**src/rtl/evtg_pkg.sv**
```systemverilog
package evtg_pkg;
  localparam logic [7:0] OFS_CR    = 8'h20;
  localparam logic [7:0] OFS_SEMR  = 8'h28;
  localparam logic [7:0] OFS_ICTL  = 8'h58;
  localparam logic [7:0] OFS_PAGE  = 8'h60;
  localparam logic [7:0] OFS_NADDR = 8'h68;
  localparam logic [7:0] OFS_IVOFS = 8'h70;

  localparam int unsigned ICTL_LSI_BIT = 63;
  localparam int unsigned ICTL_RST_BIT = 62;

  function automatic logic [63:0] bswap64(input logic [63:0] w);
    logic [63:0] r;
    for (int b = 0; b < 8; b++) r[8*b +: 8] = w[8*(7-b) +: 8];
    return r;
  endfunction
endpackage

```
**src/rtl/evtg_regs.sv**
```systemverilog
module evtg_regs
  import evtg_pkg::*;
(
  input  logic        clk_i,
  input  logic        rst_ni,
  input  logic        we_i,
  input  logic [7:0]  addr_i,
  input  logic [63:0] wdata_i,
  output logic [63:0] rdata_o,
  output logic [63:0] ictl_o,
  output logic [63:0] page_o,
  output logic [63:0] naddr_o,
  output logic [63:0] ivofs_o,
  output logic        src_rst_o,
  output logic        map_o,
  output logic        unmap_o
);
  always_ff @(posedge clk_i or negedge rst_ni) begin
    if (!rst_ni) begin
      ictl_o    <= '0;
      page_o    <= '0;
      naddr_o   <= '0;
      ivofs_o   <= '0;
      src_rst_o <= 1'b0;
      map_o     <= 1'b0;
      unmap_o   <= 1'b0;
    end else begin
      src_rst_o <= 1'b0;
      map_o     <= 1'b0;
      unmap_o   <= 1'b0;
      if (we_i) begin
        unique case (addr_i)
          OFS_ICTL: begin
            ictl_o    <= wdata_i;
            src_rst_o <= wdata_i[ICTL_RST_BIT];
          end
          OFS_PAGE: begin
            page_o  <= wdata_i;
            map_o   <= wdata_i[0] & ~page_o[0];
            unmap_o <= ~wdata_i[0] & page_o[0];
          end
          OFS_NADDR: naddr_o <= wdata_i;
          OFS_IVOFS: ivofs_o <= wdata_i;
          default: ;
        endcase
      end
    end
  end

  always_comb begin
    unique case (addr_i)
      OFS_CR, OFS_SEMR: rdata_o = '0;
      OFS_ICTL:         rdata_o = ictl_o;
      OFS_PAGE:         rdata_o = page_o;
      OFS_NADDR:        rdata_o = naddr_o;
      OFS_IVOFS:        rdata_o = ivofs_o;
      default:          rdata_o = '1;
    endcase
  end
endmodule

```
**src/rtl/evtg_srcs.sv**
```systemverilog
module evtg_srcs #(
  parameter int unsigned NSRC = 20,
  localparam int unsigned ID_W = (NSRC > 1) ? $clog2(NSRC) : 1
) (
  input  logic            clk_i,
  input  logic            rst_ni,
  input  logic            evt_vld_i,
  input  logic [ID_W-1:0] evt_id_i,
  input  logic            evt_lvl_i,
  input  logic            lsi_i,
  input  logic            src_rst_i,
  input  logic [NSRC-1:0] clr_i,
  output logic [63:0]     level_o,
  output logic [NSRC-1:0] pend_o
);
  logic            acc;
  logic [NSRC-1:0] hit, lvl_q, lvl_d, pend_d;

  assign acc = evt_vld_i & ~lsi_i;

  for (genvar g = 0; g < NSRC; g++) begin : g_src
    assign hit[g]    = acc && (evt_id_i == ID_W'(g));
    assign lvl_d[g]  = hit[g] ? evt_lvl_i : lvl_q[g];
    // a fresh assertion wins over a same-cycle issue clear
    assign pend_d[g] = (pend_o[g] & ~clr_i[g]) | (hit[g] & evt_lvl_i);
  end

  always_ff @(posedge clk_i or negedge rst_ni) begin
    if (!rst_ni) begin
      lvl_q  <= '0;
      pend_o <= '0;
    end else if (src_rst_i) begin
      lvl_q  <= '0;
      pend_o <= '0;
    end else begin
      lvl_q  <= lvl_d;
      pend_o <= pend_d;
    end
  end

  always_comb begin
    level_o = '0;
    for (int i = 0; i < NSRC; i++) level_o[63-i] = lvl_q[i];
  end
endmodule

```
**src/rtl/evtg_notify.sv**
```systemverilog
module evtg_notify
  import evtg_pkg::*;
#(
  parameter int unsigned NSRC = 20,
  parameter logic [63:0] TRIG = 64'h8000_0000,
  localparam int unsigned ID_W = (NSRC > 1) ? $clog2(NSRC) : 1
) (
  input  logic            clk_i,
  input  logic            rst_ni,
  input  logic [NSRC-1:0] pend_i,
  input  logic [63:0]     naddr_i,
  input  logic [31:0]     ivofs_hi_i,
  input  logic            mem_ack_i,
  input  logic            mem_err_i,
  output logic [NSRC-1:0] clr_o,
  output logic            mem_req_o,
  output logic [63:0]     mem_addr_o,
  output logic [63:0]     mem_data_o,
  output logic            err_o
);
  logic            busy_q, sel_vld, issue;
  logic [ID_W-1:0] sel;
  logic [63:0]     word;

  always_comb begin
    sel_vld = 1'b0;
    sel     = '0;
    for (int i = NSRC - 1; i >= 0; i--) begin
      if (pend_i[i]) begin
        sel_vld = 1'b1;
        sel     = ID_W'(i);
      end
    end
  end

  assign issue = ~busy_q & naddr_i[0] & sel_vld;
  assign word  = TRIG | {32'b0, ivofs_hi_i} | 64'(sel);

  always_comb begin
    clr_o = '0;
    if (!busy_q) begin
      if (naddr_i[0]) begin
        if (sel_vld) clr_o[sel] = 1'b1;
      end else begin
        clr_o = pend_i;  // disabled: drop everything due
      end
    end
  end

  always_ff @(posedge clk_i or negedge rst_ni) begin
    if (!rst_ni) begin
      busy_q     <= 1'b0;
      mem_addr_o <= '0;
      mem_data_o <= '0;
      err_o      <= 1'b0;
    end else begin
      err_o <= busy_q & mem_ack_i & mem_err_i;
      if (issue) begin
        busy_q     <= 1'b1;
        mem_addr_o <= {naddr_i[63:1], 1'b0};
        mem_data_o <= bswap64(word);
      end else if (busy_q && mem_ack_i) begin
        busy_q <= 1'b0;
      end
    end
  end

  assign mem_req_o = busy_q;
endmodule

```
**src/rtl/evtg_top.sv**
```systemverilog
module evtg_top
  import evtg_pkg::*;
#(
  parameter int unsigned NSRC = 20,
  parameter logic [63:0] TRIG = 64'h8000_0000,
  localparam int unsigned ID_W = (NSRC > 1) ? $clog2(NSRC) : 1
) (
  input  logic            clk_i,
  input  logic            rst_ni,
  input  logic            reg_we_i,
  input  logic [7:0]      reg_addr_i,
  input  logic [63:0]     reg_wdata_i,
  output logic [63:0]     reg_rdata_o,
  input  logic            evt_vld_i,
  input  logic [ID_W-1:0] evt_id_i,
  input  logic            evt_lvl_i,
  output logic [63:0]     level_o,
  output logic            mem_req_o,
  output logic [63:0]     mem_addr_o,
  output logic [63:0]     mem_data_o,
  input  logic            mem_ack_i,
  input  logic            mem_err_i,
  output logic            notify_err_o,
  output logic            page_map_o,
  output logic            page_unmap_o,
  output logic [63:0]     page_base_o
);
  logic [63:0]     ictl_q, page_q, naddr_q, ivofs_q;
  logic            src_rst;
  logic [NSRC-1:0] pend, clr;

  evtg_regs u_regs (
    .clk_i, .rst_ni,
    .we_i(reg_we_i), .addr_i(reg_addr_i), .wdata_i(reg_wdata_i),
    .rdata_o(reg_rdata_o),
    .ictl_o(ictl_q), .page_o(page_q), .naddr_o(naddr_q), .ivofs_o(ivofs_q),
    .src_rst_o(src_rst), .map_o(page_map_o), .unmap_o(page_unmap_o)
  );

  evtg_srcs #(.NSRC(NSRC)) u_srcs (
    .clk_i, .rst_ni,
    .evt_vld_i, .evt_id_i, .evt_lvl_i,
    .lsi_i(ictl_q[ICTL_LSI_BIT]), .src_rst_i(src_rst), .clr_i(clr),
    .level_o, .pend_o(pend)
  );

  evtg_notify #(.NSRC(NSRC), .TRIG(TRIG)) u_notify (
    .clk_i, .rst_ni,
    .pend_i(pend), .naddr_i(naddr_q), .ivofs_hi_i(ivofs_q[63:32]),
    .mem_ack_i, .mem_err_i,
    .clr_o(clr), .mem_req_o, .mem_addr_o, .mem_data_o, .err_o(notify_err_o)
  );

  assign page_base_o = {page_q[63:1], 1'b0};
endmodule

```
**config.mk**
```make
export PLATFORM = sky130hd
export DESIGN_NAME = evtg_top
export DESIGN_NICKNAME = d
export VERILOG_FILES = /design/src/rtl/evtg_pkg.sv /design/src/rtl/evtg_regs.sv /design/src/rtl/evtg_srcs.sv /design/src/rtl/evtg_notify.sv /design/src/rtl/evtg_top.sv
export SDC_FILE = /design/constraint.sdc
export NUM_CORES = 1
export LEC_CHECK = 0
export ABC_AREA = 1
export BUFFER_PORTS_ARGS = -buffer_cell sky130_fd_sc_hd__clkbuf_2
export CAP_MARGIN = 10
export CORE_MARGIN = 4
export CORE_UTILIZATION = 48
export CTS_CLUSTER_DIAMETER = 120
export CTS_CLUSTER_SIZE = 12
export DETAILED_ROUTE_END_ITERATION = 12
export PLACE_DENSITY = 0.79
export SYNTH_ARGS = -nofsm -noshare
export SYNTH_HDL_FRONTEND = slang
export SYNTH_SLANG_ARGS = --single-unit
```
**constraint.sdc**
```tcl
create_clock -name clk_i -period 5.5 [get_ports clk_i]
set_input_delay 0.55 -clock clk_i [delete_from_list [all_inputs] [get_ports clk_i]]
set_output_delay 0.55 -clock clk_i [all_outputs]
set_load 0.01 [all_outputs]
```
* Yosys cells after proc, flatten, opt, wreduce, memory -nomap -nowiden
Cells that the tools add are included.
** Storage, ports and cells
- Register bits :: 428
- Output and inout port bits :: 324
- Word-level logic and storage cells :: 276
** Operators by class
- $lt $le $gt $ge :: 2
- Equal/unequal tests :: 25
- Muxes and demuxes :: 76
- Bitwise logic cells :: 92
- Reductions and logical operators :: 49
** Operator list (count)
- $pmux 64 s5 :: 1
- $mux 20 :: 5
- $mux 5 :: 20
- $mux 1 :: 49
- $and 1x1->1 :: 47
- $reduce_bool 2->1 :: 21
- $eq 5x4->1 const B :: 8
- $eq 8x7->1 const B :: 4
- $or 32x5->32 :: 1
- $not 1->1 :: 24
- $logic_and 1x1->1 :: 22
- $eq 5x3->1 const B :: 4
- $eq 5x5->1 const B :: 4
- $or 1x1->1 :: 20
- $eq 8x6->1 const B :: 2
- $eq 5x2->1 const B :: 2
- $reduce_and 2->1 :: 4
- $lt 5x6->1 const B :: 1
- $demux 1 s5 :: 1
- $eq 5x1->1 const B :: 1
- $ge 5x1->1 const B :: 1
- $logic_not 5->1 :: 1
- $reduce_or 2->1 :: 1

* Depth between registers and ports, before layout
- Depth in word-level cells :: 31
- Depth in mapped cells :: 25

* By module
A second synthesis with hierarchy kept.
** Second synthesis, totals
- Cells, all modules :: 2434
- Area total of the unflattened synthesis :: 19143.4 um^2
** By module, submodules not included
- evtg_regs :: times used 1, cells an instance 1578, area each 12281.8 um^2, sequential area each 6481.2 um^2
- evtg_notify :: times used 1, cells an instance 574, area each 4565.6 um^2, sequential area each 2427.3 um^2
- evtg_srcs :: times used 1, cells an instance 280, area each 2284.7 um^2, sequential area each 1001.0 um^2
- evtg_top :: times used 1, cells an instance 2, area each 11.3 um^2, sequential area each 0.0 um^2

* Worst setup path before layout
Ideal clock, no wire load.
- Path kind :: input -> output
- Start :: input port reg_addr_i[2]
- End :: output port reg_rdata_o[19]
- Arrival :: 1812 ps
- Path slack :: 3138 ps
- Stages :: 7
- Buffers on the path :: 1
- Path through :: nor3_1 -> inv_2 -> nor2_1 -> nand2_1 -> nand3_1 -> clkbuf_1 -> o211ai_1
** On the way
- Longest elaborated chain between the ends :: 3
- Elaborated cells on any way between the ends :: 8
- Classes of those cells :: eq/ne: 6; mux: 1; reduce/logical: 1
** RTL lines
- start: declaration :: RTL line evtg_top.sv:11 : input logic [7:0] reg_addr_i,
- $eq 8x6->1 :: RTL line evtg_regs.sv:51 : unique case (addr_i)
- $reduce_or 2->1 :: RTL line evtg_regs.sv:51
- $pmux 64 s5 * :: RTL line evtg_regs.sv:51
- end: declaration :: RTL line evtg_top.sv:13 : output logic [63:0] reg_rdata_o,
Mark *: on every way between the ends. The rest lies on a longest branch, timed or not.

* Worst setup path after layout
- Start :: input port reg_addr_i[2]
- End :: output port reg_rdata_o[11]
The elaborated chain is that of the path after synthesis.

==> impl_metrics.yaml <==
route:
  drc_errors: 0
  vias: 14744
  wirelength_um: 51600
  ant_nets: 0
  dr.first_iter.drc_count: 1189
  wl_per_cell_um: 19.2
  viasPerCell: 5.48
  dr.pass1.iters: 5
timing:
  setup-violations-final: 0
  rsz0062_at_grt: "no"
  finClkSkew_ns: 0.0190
  layout_min_cycle_time_ns: 3.47
  setup_tns_ns: 0
  tightest_slew_ns: 1.10
  finalHoldViolCount: 0
  fin_ws_ns: 2.03
  max_slew_margin: 0.270
  slew_violations: 0
  max_freq_mhz: 288
  timing.final.crit_share: 0.631
finish:
  final_common_cell: "nand2_1"
  drive_gt1_frac: 0.186
  layout_common_cells: "nand2_1, dfrtp_1, clkbuf_2"
  fin_nets: 2303
  area_growth_pct: 12.6
worst_setup_path:
  cp_top_family: "buffers and inverters"
  end_kind: "primary output"
  critical_path_arrival_ns: 2.92
  crit_path_start_kind: "input pin"
  path_class: "input pin to primary output"
  worstPathRequired_ns: 4.95
  cp_max_fo: 33
  cpPeakStageDelay_ns: 0.57
  path_buf_inv: 5
  worstPathCellList: "clkbuf_2, nor3_1, inv_2, nor2_1, nand2_1, inv_2, buf_4, a22o_1, a21oi_1, o211ai_1, clkbuf_2"
  cpMaxStageDelayCell: "inv_2"
  worstSetupStartpoint: "reg_addr_i[2]"
  r2r_start: "u_srcs.pend_o[12]"
floorplan:
  core-area_um2: 36600
  row_count: 70
  die_x_um: 201
  start_util: 0.486
  die_area_um2: 40200
  die_y_um: 201
  ios: 408
power:
  combPwrFrac: 0.078
  power.total_mw: 5.98
  internal-power_mw: 4.50
  switching_share: 0.246
  pwr_density_cell_nw_per_um2: 298
  irDropWorstVdd_uv: 204
  p_sw_mw: 1.47
  p_clk_frac: 0.395
  p_leak_nw: 10.2
  seq_power_share: 0.527
yosys:
  avgSynthCellArea_um2: 8.84
  syn_area_um2: 17800
  yosys_warnings: 0
  post_synth_inst_count: 2013
  yosys-top-cells-area: "dfrtp_1, nand2_1, o21ai_0, buf_4, inv_1"
  seq_area_frac_synth: 0.557
  yosysUniqueCellTypes: 33
  synth_edf_count: 0
  synth_ff_type: "dfrtp_1"
  synth_top_cell_by_area: "dfrtp_1"
  synth_top_area_frac: 0.557
  ys_async_sr_fraction: 1.00
  ys_ff_latch: 396
place:
  hpwl_um: 34600
  place_congestion: 0.905
  port_buffers: 329
  place_ws_ns: 1.95
clock_network:
  cts_buffers: 38
  cts_tree: "done"
  cts.htree.levels: 2
  ctsHoldBuffers: 0
  cts_buffer_depth: 3
  clock_sinks: 396
  worstSkewPairLatency_ns: 0.54
  postCtsSetupBuffers: 0
  clockRootBuffer: "clkbuf_16"
  path_clk_slew_ns: 0.06
  ctsResizeCount: 0
global_routing:
  grt_pass1_wl_um: 81500
  antenna_found_initial: 4
  grt_max_degree: 153
  grt_pass1_vias: 14543
  grt_overflow: 0
  grtUsageTotal: 0.250
hold_path:
  hold_class: "input pin to asynchronous set/reset pin"
job:
  drv_cap: 0
run_status:
  status: "complete, no violations"
layer usage:
layer,wire length (um),vias to the layer above,track usage
met4,1460,6,0.0846
li1,-,6772,-
met1,21300,7156,0.341
met2,24200,707,0.400
met3,4660,103,0.0551
met5,47,-,0
cell families (layout without fill, tap and decap cells):
logic type / after synthesis / count (layout) / share of synthesized area
AO/OA/AOI/OAI: 546 / 546 / 0.179
flip-flops: 396 / 396 / 0.557
buffers and inverters: 422 / 552 / 0.120
AND/OR/NAND/NOR: 648 / 648 / 0.144
other: 1 / 79 / 0.000211
cell usage after synthesis, types with 3 or more instances:
| cell type | instances |
|---|---|
| o21ai_1 | 28 |
| o211ai_1 | 46 |
| dfrtp_1 | 396 |
| a21oi_1 | 82 |
| nand3_1 | 23 |
| a221oi_1 | 19 |
| nand4_1 | 8 |
| a31oi_1 | 3 |
| nor3_1 | 7 |
| buf_2 | 21 |
| inv_2 | 8 |
| nand2_1 | 555 |
| a21oi_2 | 4 |
| o21ai_0 | 300 |
| inv_1 | 156 |
| a22o_1 | 60 |
| clkbuf_1 | 93 |
| buf_4 | 142 |
| nor2_1 | 45 |
power groups by stage:
stage          sequential (mW)  combinational [mW]  clock (mW)
2_1_floorplan             3.19               0.286           0
3_3_place_gp              3.19               0.452           0
3_5_place_dp              3.20               0.467           0
4_1_cts                   3.14               0.468        2.41
5_1_grt                   3.16               0.527        2.53
6_report                  3.15               0.465        2.36
stage by stage:
stage	area [um2]	util	hold WS, ns	std cells
2_1_floorplan	18100	-	0.254	2090
3_3_place_gp	19000	0.519	0.418	2647
3_5_place_dp	19000	0.519	0.418	2647
4_1_cts	20000	0.547	0.143	2688
5_1_grt	20000	0.547	0.188	2689
6_report	20000	0.547	0.0969	2689
area by class of cell:
cell class / instances / area, um2
Antenna cell: 1 / 2.50
Fill cell: 3315 / 16600
Tap cell: 468 / 586
Multi-Input combinational cell: 1272 / 6090
Timing Repair Buffer: 345 / 1800
Inverter: 166 / 623
Clock buffer: 41 / 1030
Sequential cell: 396 / 9910
path summary, 6_finish.rpt:
check | end | slack, ns | cells past startpoint
worst max-delay path | reg_rdata_o[11] | 2.03 | 11
worst min-delay path | u_srcs.lvl_q[1] | 0.1 | 1
worst max register to register | u_notify.mem_data_o[56] | 2.44 | 8
worst min register to register | u_regs.map_o | 0.45 | 1
max in group asynchronous | u_regs.ictl_o[37] | 3.96 | 2
min in group clk_i | u_regs.unmap_o | 0.24 | 2
registers in the layout, indices dropped and copies added, names as in the netlist, 20 cells and up:
signal / cells
u_regs.page_o: 64
u_regs.naddr_o: 64
u_srcs.lvl_q: 20
u_notify.mem_addr_o: 63
u_regs.ivofs_o: 64
u_notify.mem_data_o: 32
u_regs.ictl_o: 64
u_srcs.pend_o: 20
No activity file was read; power rests on OpenSTA's default activity.
